$ cat src/rtl/adcfmt_pkg.sv
package adcfmt_pkg;
  // Range decision for one result
  typedef struct packed {
    logic neg;    // result below zero
    logic above;  // result above the selected range
    logic below;  // result below the selected range
  } range_t;
endpackage

$ cat src/rtl/adcfmt_range.sv
module adcfmt_range
  import adcfmt_pkg::*;
#(
  parameter int DATA_W = 16
) (
  input  logic signed [DATA_W+1:0] raw_i,
  input  logic                     bipolar_i,
  output range_t                   flags_o
);
  localparam int IN_W = DATA_W + 2;
  localparam logic signed [IN_W-1:0] BIP_HI = {3'b000, {(DATA_W-1){1'b1}}};
  localparam logic signed [IN_W-1:0] BIP_LO = {3'b111, {(DATA_W-1){1'b0}}};
  localparam logic signed [IN_W-1:0] UNI_HI = {2'b00, {DATA_W{1'b1}}};
  localparam logic signed [IN_W-1:0] UNI_LO = '0;

  function automatic range_t classify(logic signed [IN_W-1:0] v, logic bip);
    range_t r;
    logic signed [IN_W-1:0] hi;
    logic signed [IN_W-1:0] lo;
    hi      = bip ? BIP_HI : UNI_HI;
    lo      = bip ? BIP_LO : UNI_LO;
    r.neg   = (v < UNI_LO);
    r.above = (v > hi);
    r.below = (v < lo);
    return r;
  endfunction

  always_comb flags_o = classify(raw_i, bipolar_i);
endmodule

$ cat src/rtl/adcfmt_map.sv
module adcfmt_map #(
  parameter int DATA_W = 16
) (
  input  logic [DATA_W+1:0]  raw_i,
  input  logic               bipolar_i,
  input  logic               clamp_i,
  input  logic               above_i,
  input  logic               below_i,
  output logic [DATA_W-1:0]  code_o
);
  localparam logic [DATA_W-1:0] ALL_ONES = '1;
  localparam logic [DATA_W-1:0] ALL_ZERO = '0;

  logic [1:0] unused_top;
  assign unused_top = raw_i[DATA_W+1:DATA_W];

  // Modulo-2^W wrap; bipolar uses offset binary (MSB inverted)
  function automatic logic [DATA_W-1:0] wrap_code(logic [DATA_W-1:0] low, logic bip);
    return bip ? {~low[DATA_W-1], low[DATA_W-2:0]} : low;
  endfunction

  always_comb begin
    if (clamp_i && above_i)
      code_o = ALL_ONES;
    else if (below_i && (clamp_i || !bipolar_i))
      code_o = ALL_ZERO;
    else
      code_o = wrap_code(raw_i[DATA_W-1:0], bipolar_i);
  end
endmodule

$ cat src/rtl/adcfmt_stage.sv
module adcfmt_stage #(
  parameter int DATA_W = 16
) (
  input  logic              clk_i,
  input  logic              rst_ni,
  input  logic              valid_i,
  input  logic [DATA_W-1:0] code_i,
  input  logic              sign_i,
  input  logic              ovr_i,
  output logic              valid_o,
  output logic [DATA_W-1:0] code_o,
  output logic              sign_o,
  output logic              ovr_o
);
  always_ff @(posedge clk_i or negedge rst_ni) begin
    if (!rst_ni) begin
      valid_o <= 1'b0;
      code_o  <= '0;
      sign_o  <= 1'b0;
      ovr_o   <= 1'b0;
    end else begin
      valid_o <= valid_i;
      if (valid_i) begin
        code_o <= code_i;
        sign_o <= sign_i;
        ovr_o  <= ovr_i;
      end
    end
  end

  p_pulse_r9: assert property (@(posedge clk_i) disable iff (!rst_ni)
    valid_i |=> valid_o);
  p_idle_r9: assert property (@(posedge clk_i) disable iff (!rst_ni)
    !valid_i |=> !valid_o);
  p_hold_r9: assert property (@(posedge clk_i) disable iff (!rst_ni)
    !valid_i |=> ($stable(code_o) && $stable(sign_o) && $stable(ovr_o)));
endmodule

$ cat src/rtl/adc_code_formatter.sv
module adc_code_formatter
  import adcfmt_pkg::*;
#(
  parameter int DATA_W = 16
) (
  input  logic                     clk_i,
  input  logic                     rst_ni,
  input  logic                     in_valid_i,
  input  logic signed [DATA_W+1:0] raw_i,
  input  logic                     bipolar_i,
  input  logic                     clamp_i,
  output logic                     out_valid_o,
  output logic [DATA_W-1:0]        data_o,
  output logic                     sign_o,
  output logic                     ovr_o
);
  localparam logic [DATA_W-1:0] MID_CODE = {1'b1, {(DATA_W-1){1'b0}}};

  range_t             flags;
  logic [DATA_W-1:0]  next_code;
  logic               next_ovr;

  adcfmt_range #(.DATA_W(DATA_W)) u_range (
    .raw_i     (raw_i),
    .bipolar_i (bipolar_i),
    .flags_o   (flags)
  );

  adcfmt_map #(.DATA_W(DATA_W)) u_map (
    .raw_i     (raw_i),
    .bipolar_i (bipolar_i),
    .clamp_i   (clamp_i),
    .above_i   (flags.above),
    .below_i   (flags.below),
    .code_o    (next_code)
  );

  assign next_ovr = flags.above | flags.below;

  adcfmt_stage #(.DATA_W(DATA_W)) u_stage (
    .clk_i   (clk_i),
    .rst_ni  (rst_ni),
    .valid_i (in_valid_i),
    .code_i  (next_code),
    .sign_i  (flags.neg),
    .ovr_i   (next_ovr),
    .valid_o (out_valid_o),
    .code_o  (data_o),
    .sign_o  (sign_o),
    .ovr_o   (ovr_o)
  );

  p_excl_r8: assert property (@(posedge clk_i) disable iff (!rst_ni)
    !(flags.above && flags.below));
  p_mid_r1: assert property (@(posedge clk_i) disable iff (!rst_ni)
    (in_valid_i && bipolar_i && raw_i == '0) |=> (data_o == MID_CODE && !ovr_o && !sign_o));
  p_clamp_hi_r7: assert property (@(posedge clk_i) disable iff (!rst_ni)
    (in_valid_i && clamp_i && flags.above) |=> (data_o == '1 && ovr_o));
  p_clamp_lo_r7: assert property (@(posedge clk_i) disable iff (!rst_ni)
    (in_valid_i && clamp_i && flags.below) |=> (data_o == '0 && ovr_o));
  p_uni_neg_r6: assert property (@(posedge clk_i) disable iff (!rst_ni)
    (in_valid_i && !bipolar_i && raw_i[DATA_W+1]) |=> (data_o == '0 && sign_o && ovr_o));
  p_over_wrap_r2: assert property (@(posedge clk_i) disable iff (!rst_ni)
    (in_valid_i && !clamp_i && flags.above) |=> (ovr_o && !sign_o));
endmodule

$ cat config.mk
export PLATFORM = sky130hd
export DESIGN_NAME = adc_code_formatter
export DESIGN_NICKNAME = d
export VERILOG_FILES = /design/src/rtl/adcfmt_pkg.sv /design/src/rtl/adcfmt_range.sv /design/src/rtl/adcfmt_map.sv /design/src/rtl/adcfmt_stage.sv /design/src/rtl/adc_code_formatter.sv
export SDC_FILE = /design/constraint.sdc
export NUM_CORES = 1
export LEC_CHECK = 0
export ABC_CLOCK_PERIOD_IN_PS = 950
export BUFFER_PORTS_ARGS = -buffer_cell sky130_fd_sc_hd__buf_2
export CAP_MARGIN = 20
export CORE_MARGIN = 1.5
export CORE_UTILIZATION = 44
export DETAILED_ROUTE_END_ITERATION = 16
export PLACE_DENSITY = 0.77
export SLEW_MARGIN = 40
export SYNTH_ARGS = -nofsm -noshare
export SYNTH_HDL_FRONTEND = slang
export SYNTH_SLANG_ARGS = --single-unit
$ cat constraint.sdc
create_clock -name clk_i -period 0.95 [get_ports clk_i]
set_input_delay 0.0475 -clock clk_i [delete_from_list [all_inputs] [get_ports clk_i]]
set_output_delay 0.0475 -clock clk_i [all_outputs]
set_load 0.02 [all_outputs]
* Word level (Yosys, flattened, before mapping)
Cells that the tools add are included.
** Storage, ports and cells
- Bits in registers :: 19
- Bits of input ports :: 23
- Output and inout bits :: 19
** Operators by class
- $lt $le $gt $ge :: 3
- Multiplexer cells :: 5
- Bitwise logic cells :: 2
- Reduce and logical (&&, ||, !) cells :: 4
** Operator list (number)
- $mux 16 :: 4
- $gt 18x18->1 :: 1
- $lt 18x1->1 const B :: 1
- $lt 18x18->1 :: 1
- $mux 18 :: 1
- $logic_and 1x1->1 :: 2
- $logic_not 1->1 :: 1
- $logic_or 1x1->1 :: 1
- $not 1->1 :: 1
- $or 1x1->1 :: 1

* Logic depth before layout (Yosys ltp)
- Word-level depth :: 5
- Depth in mapped cells :: 7
- Depth with buffers taken out :: 6

* Hierarchy
From an unflattened synthesis, not the netlist that was laid out.
** Unflattened totals
- Cells, all modules :: 82
- Area total of the unflattened synthesis :: 1102.3 um2
** Modules (own cells, without submodules)
- adcfmt_stage :: times used 1, cells each 39, area an instance 747.0 um2
- adcfmt_map :: times used 1, cells each 24, area an instance 205.2 um2
- adcfmt_range :: times used 1, cells each 18, area an instance 143.9 um2
- adc_code_formatter :: times used 1, cells each 1, area an instance 6.3 um2

* Worst setup path after synthesis
Ideal clock, no wire load.
- Kind :: in2reg
- Start :: input raw_i[15]
- End :: register u_stage.code_o[10]
- Arrival time :: 1.260 ns
- Path slack :: -0.436 ns
- Cell stages on the path :: 7
- Cells stage by stage :: inv_1 > ha_1 > nand4b_1 > nor4_2 > o21ai_2 > buf_6 > a221o_1
** On the way
- Word-level cells in the longest chain between the ends :: 4
- Elaborated cells between the ends (all ways) :: 6
- Those cells by class :: order compare (2); mux (2); reduce/logical (2)
** Ends and longest elaborated chain
- start, declared :: RTL line adc_code_formatter.sv:9 : input logic signed [DATA_W+1:0] raw_i,
- $lt 18x18->1 :: RTL line adcfmt_range.sv:24 : r.below = (v < lo);
- $logic_and 1x1->1 :: RTL line adcfmt_map.sv:25 : else if (below_i && (clamp_i || !bipolar_i))
- $mux 16 :: RTL line adcfmt_map.sv:25
- $mux 16 (*) :: RTL line adcfmt_map.sv:23 : if (clamp_i && above_i)
- end signal, assigned :: RTL line adcfmt_stage.sv:24 : code_o <= code_i;
- end, declared :: RTL line adcfmt_stage.sv:11 : output logic [DATA_W-1:0] code_o,
Every way passes the cells marked *; elsewhere a longest branch is shown, timed or not.
A chain may end at the register's enable or synchronous reset.

* Worst setup path after layout
- Start :: input raw_i[15]
- End :: register u_stage.code_o[3]
The elaborated chain is that of the path after synthesis.

==> out/summary.log <==
INFO  yosys          synth_fp_nets=90
INFO  route          number_of_iterations_in_the_first_detailed_routing_pass=4
INFO  placement      port_buffers=41
INFO  setup_path     cp_data_arrival_time=1410ps
INFO  sta            worst_pin_slew=433.8ps
INFO  route          antenna_violating_nets_post_route=0
INFO  cells_and_area p_r_area_growth_vs_syn=71.92%
INFO  global_route   grtUsageTotal=0.2451
INFO  placement      worst_setup_timing_slack_at_the_placement_stage=-744.6ps
INFO  yosys          prevailing_post_synth_register_cell=sky130_fd_sc_hd__dfrtp_1
INFO  floorplan      floorplan.initialDensity=0.4847
INFO  cts            clock_path_buffers=2
INFO  route          drt-initial-drc-count=24
INFO  sta            fin_skew=0ps
INFO  yosys          synth_top_area_cell=sky130_fd_sc_hd__dfrtp_1
INFO  power          power_per_cell_area=1481nW/µm²
INFO  sta            report.final.slew_viol_count=0
INFO  route          wl_per_cell=18.30µm
INFO  cells_and_area finish.cell_count_without_fillers=158
INFO  cells_and_area antenna_cells_inserted=0
INFO  route          via_count_of_the_routed_design=909
INFO  setup_path     critical_path.startpoint_type=input port
INFO  sta            rsz0062_at_grt=true
INFO  setup_path     cpPeakStageDelay=320ps
INFO  setup_path     critPathMaxFanout=8
INFO  sta            hold_slack_final=-0.5858ps
INFO  cts            root_buffer=sky130_fd_sc_hd__clkbuf_4
INFO  cells_and_area drive_above_1_share=0.6090
INFO  sta            part_of_the_cycle_the_worst_path_needs=1.268
INFO  sta            setup_tns=-3855ps
INFO  yosys          postSynthAreaPerCell=13.86µm²
INFO  setup_path     cp.required=1150ps
INFO  yosys          post-synth-top-count-cell=sky130_fd_sc_hd__dfrtp_1
INFO  yosys          synth_sequential_area_ratio=0.5444
INFO  cts            tritoncts.num_buffers=3
INFO  cts            cts_tree=yes
INFO  yosys          syn_area=873.3µm²
INFO  placement      post_detail_place_hpwl=1.615mm
INFO  setup_path     critPathSlowestCell=sky130_fd_sc_hd__a221o_2
INFO  setup_path     critical_path.cell_chain=buf_8 -> inv_6 -> ha_4 -> nand4b_1 -> nor4_4 -> buf_4 -> o21ai_4 -> a221o_2
INFO  outcome        outcome=complete, but fails checks
INFO  sta            timing.slew.headroom=0.7108
INFO  yosys          ys_types=22
INFO  outcome        violations=negative hold slack, negative setup slack
INFO  global_route   grt_pass1_vias=865
INFO  sta            timing.fmax=829.9MHz
INFO  yosys          async_reset_ff_frac=1.000
INFO  floorplan      die_area=2261µm²
INFO  route          routed_wl=2.891mm
INFO  hold_path      hp-class=input port to flop
INFO  power          irDropWorstVdd=1110µV
INFO  sta            setup_slack=-255.0ps
INFO  global_route   grt_antenna_before_repair=0
INFO  cts            cts_max_level=1
INFO  yosys          synth.ff_latch_count=19
INFO  cts            cts_sinks=19
INFO  placement      routabilityCongestion=0.7541
INFO  yosys          ys_top_cells_by_count=sky130_fd_sc_hd__dfrtp_1 (19), sky130_fd_sc_hd__a221o_1 (10), sky130_fd_sc_hd__a221o_2 (6)
INFO  global_route   pin_count_of_the_biggest_net_entering_global_routing=20
INFO  cts            clkLatencyLatePin=310ps
INFO  sta            post-route-min-period=1205ps
INFO  flow_run       maxCapViolations=0
INFO  power          power.static_leakage=0.7202nW
INFO  floorplan      floorplan.core_area=1802µm²
INFO  yosys          ys_top_cells_by_area=sky130_fd_sc_hd__dfrtp_1 (54%), sky130_fd_sc_hd__a221o_1 (11%), sky130_fd_sc_hd__a221o_2 (7.7%), sky130_fd_sc_hd__ha_1 (5.7%), sky130_fd_sc_hd__buf_6 (2.6%)
INFO  floorplan      die_width=47.55µm
INFO  cells_and_area fin_nets=161
INFO  yosys          yosysTopAreaCellShare=0.5444
INFO  sta            timing_hold_violations_final=1
INFO  floorplan      number_of_primary_i_o_pins=42
INFO  placement      numPlacedInstances=142
INFO  yosys          yosysWarningCount=0
INFO  setup_path     kind_of_critical_path=input port to flop
INFO  setup_path     worst_setup_path_end_kind=flop
INFO  floorplan      number_of_rows_in_the_core_area=15
INFO  floorplan      chipHeight=47.55µm
INFO  global_route   grt_pass1_wl=3.829mm
INFO  sta            setup-violations-final=17
INFO  yosys          synth_edf_count=0
INFO  route          vias_per_cell=5.753
INFO  cts            clk_transition_reported_paths=110ps
INFO  route          remaining_drc_errors=0
INFO  yosys          postSynthCellCount=63
INFO  global_route   grt_overflow_total=0
-- worst max-delay path, delay by kind of cell --
kind | cells | cell delay (ps)
AOI/OAI and AO/OA | 2 | 420
buffers and inverters | 3 | 330
and+or+nand+nor | 2 | 410
adders and majority gates | 1 | 190
-- sequential cells by signal (all words and copies together), names as in the netlist --
register / flops
u_stage.code_o: 16
u_stage.ovr_o: 1
u_stage.sign_o: 1
u_stage.valid_o: 1
-- cell families (layout without fill, tap and decap cells) --
group / count (synthesis) / in the layout / synth area share
compound gates: 20 / 22 / 0.2393
flops: 19 / 19 / 0.5444
simple gates: 12 / 12 / 0.09886
buf+inv: 7 / 75 / 0.04727
fa+ha+maj: 4 / 4 / 0.05731
mux: 1 / 1 / 0.01289
-- final cells by class --
class | count | area (µm²)
Clock inverter | 1 | 5.005
Multi-Input combinational cell | 39 | 437.9
Inverter | 4 | 20.02
Fill cell | 106 | 300.3
Timing Repair Buffer | 67 | 509.2
Tap cell | 25 | 31.28
Clock buffer | 3 | 22.52
Sequential cell | 19 | 475.5
-- cell usage in the layout (no fill, tap or decap), types with 2 or more instances in the layout --
master                          instances
sky130_fd_sc_hd__buf_2                 28
sky130_fd_sc_hd__dfrtp_1               19
sky130_fd_sc_hd__buf_4                 17
sky130_fd_sc_hd__buf_6                 13
sky130_fd_sc_hd__a221o_1               10
sky130_fd_sc_hd__dlygate4sd3_1          8
sky130_fd_sc_hd__a221o_2                6
sky130_fd_sc_hd__nand4_1                3
sky130_fd_sc_hd__ha_1                   3
sky130_fd_sc_hd__clkbuf_4               3
sky130_fd_sc_hd__inv_1                  2
sky130_fd_sc_hd__o31ai_4                2
sky130_fd_sc_hd__nand4b_1               2
sky130_fd_sc_hd__o21ai_4                2
-- path summary, 6_finish.rpt --
kind                                                startpoint                              to  slack, ps  cells after the start
worst max-delay path                                 raw_i[15]   u_stage.code_o[3]$_DFFE_PN0P_       -260                      8
worst min-delay path                                  raw_i[9]   u_stage.code_o[9]$_DFFE_PN0P_       -0.6                      2
worst max register to register  u_stage.code_o[14]$_DFFE_PN0P_  u_stage.code_o[14]$_DFFE_PN0P_         20                      1
worst min register to register  u_stage.code_o[10]$_DFFE_PN0P_  u_stage.code_o[10]$_DFFE_PN0P_        530                      1
max in group asynchronous                               rst_ni   u_stage.code_o[4]$_DFFE_PN0P_        450                      2
min in group asynchronous                               rst_ni   u_stage.code_o[5]$_DFFE_PN0P_        200                      2
-- repair_timing --
item	CTS	global route
hold endpoints to repair	22	4
hold buffers	4	4
pin swaps	4	0
resized for setup	12	22
setup endpoints to repair	17	29
gates cloned	2	0
buffers inserted	1	1
-- per-stage QoR --
| step | total power, mW | area, µm² | utilization |
|---|---|---|---|
| 2_1_floorplan | 1.336 | 890.9 | - |
| 3_3_place_gp | 1.588 | 1221 | 0.6778 |
| 3_5_place_dp | 1.615 | 1230 | 0.6826 |
| 4_1_cts | 2.071 | 1385 | 0.7688 |
| 5_1_grt | 2.316 | 1501 | 0.8333 |
| 6_report | 2.224 | 1501 | 0.8333 |
-- report_power, final --
| part | leakage, nW | internal [mW] | switching (mW) |
|---|---|---|---|
| logic | 0.477 | 0.399 | 0.383 |
| clock network | 0.0177 | 0.158 | 0.283 |
| registers | 0.225 | 0.920 | 0.0806 |
| total | 0.720 | 1.48 | 0.747 |
-- per-layer routing --
layer  track usage  up-vias  routed length, µm
met5             0        -                  0
met4       0.09189        0                 95
met3       0.05283       10                187
met2        0.4378       53               1521
met1        0.2874      438               1087
li1              -      408                  -
(Power assumes the default switching activity.)
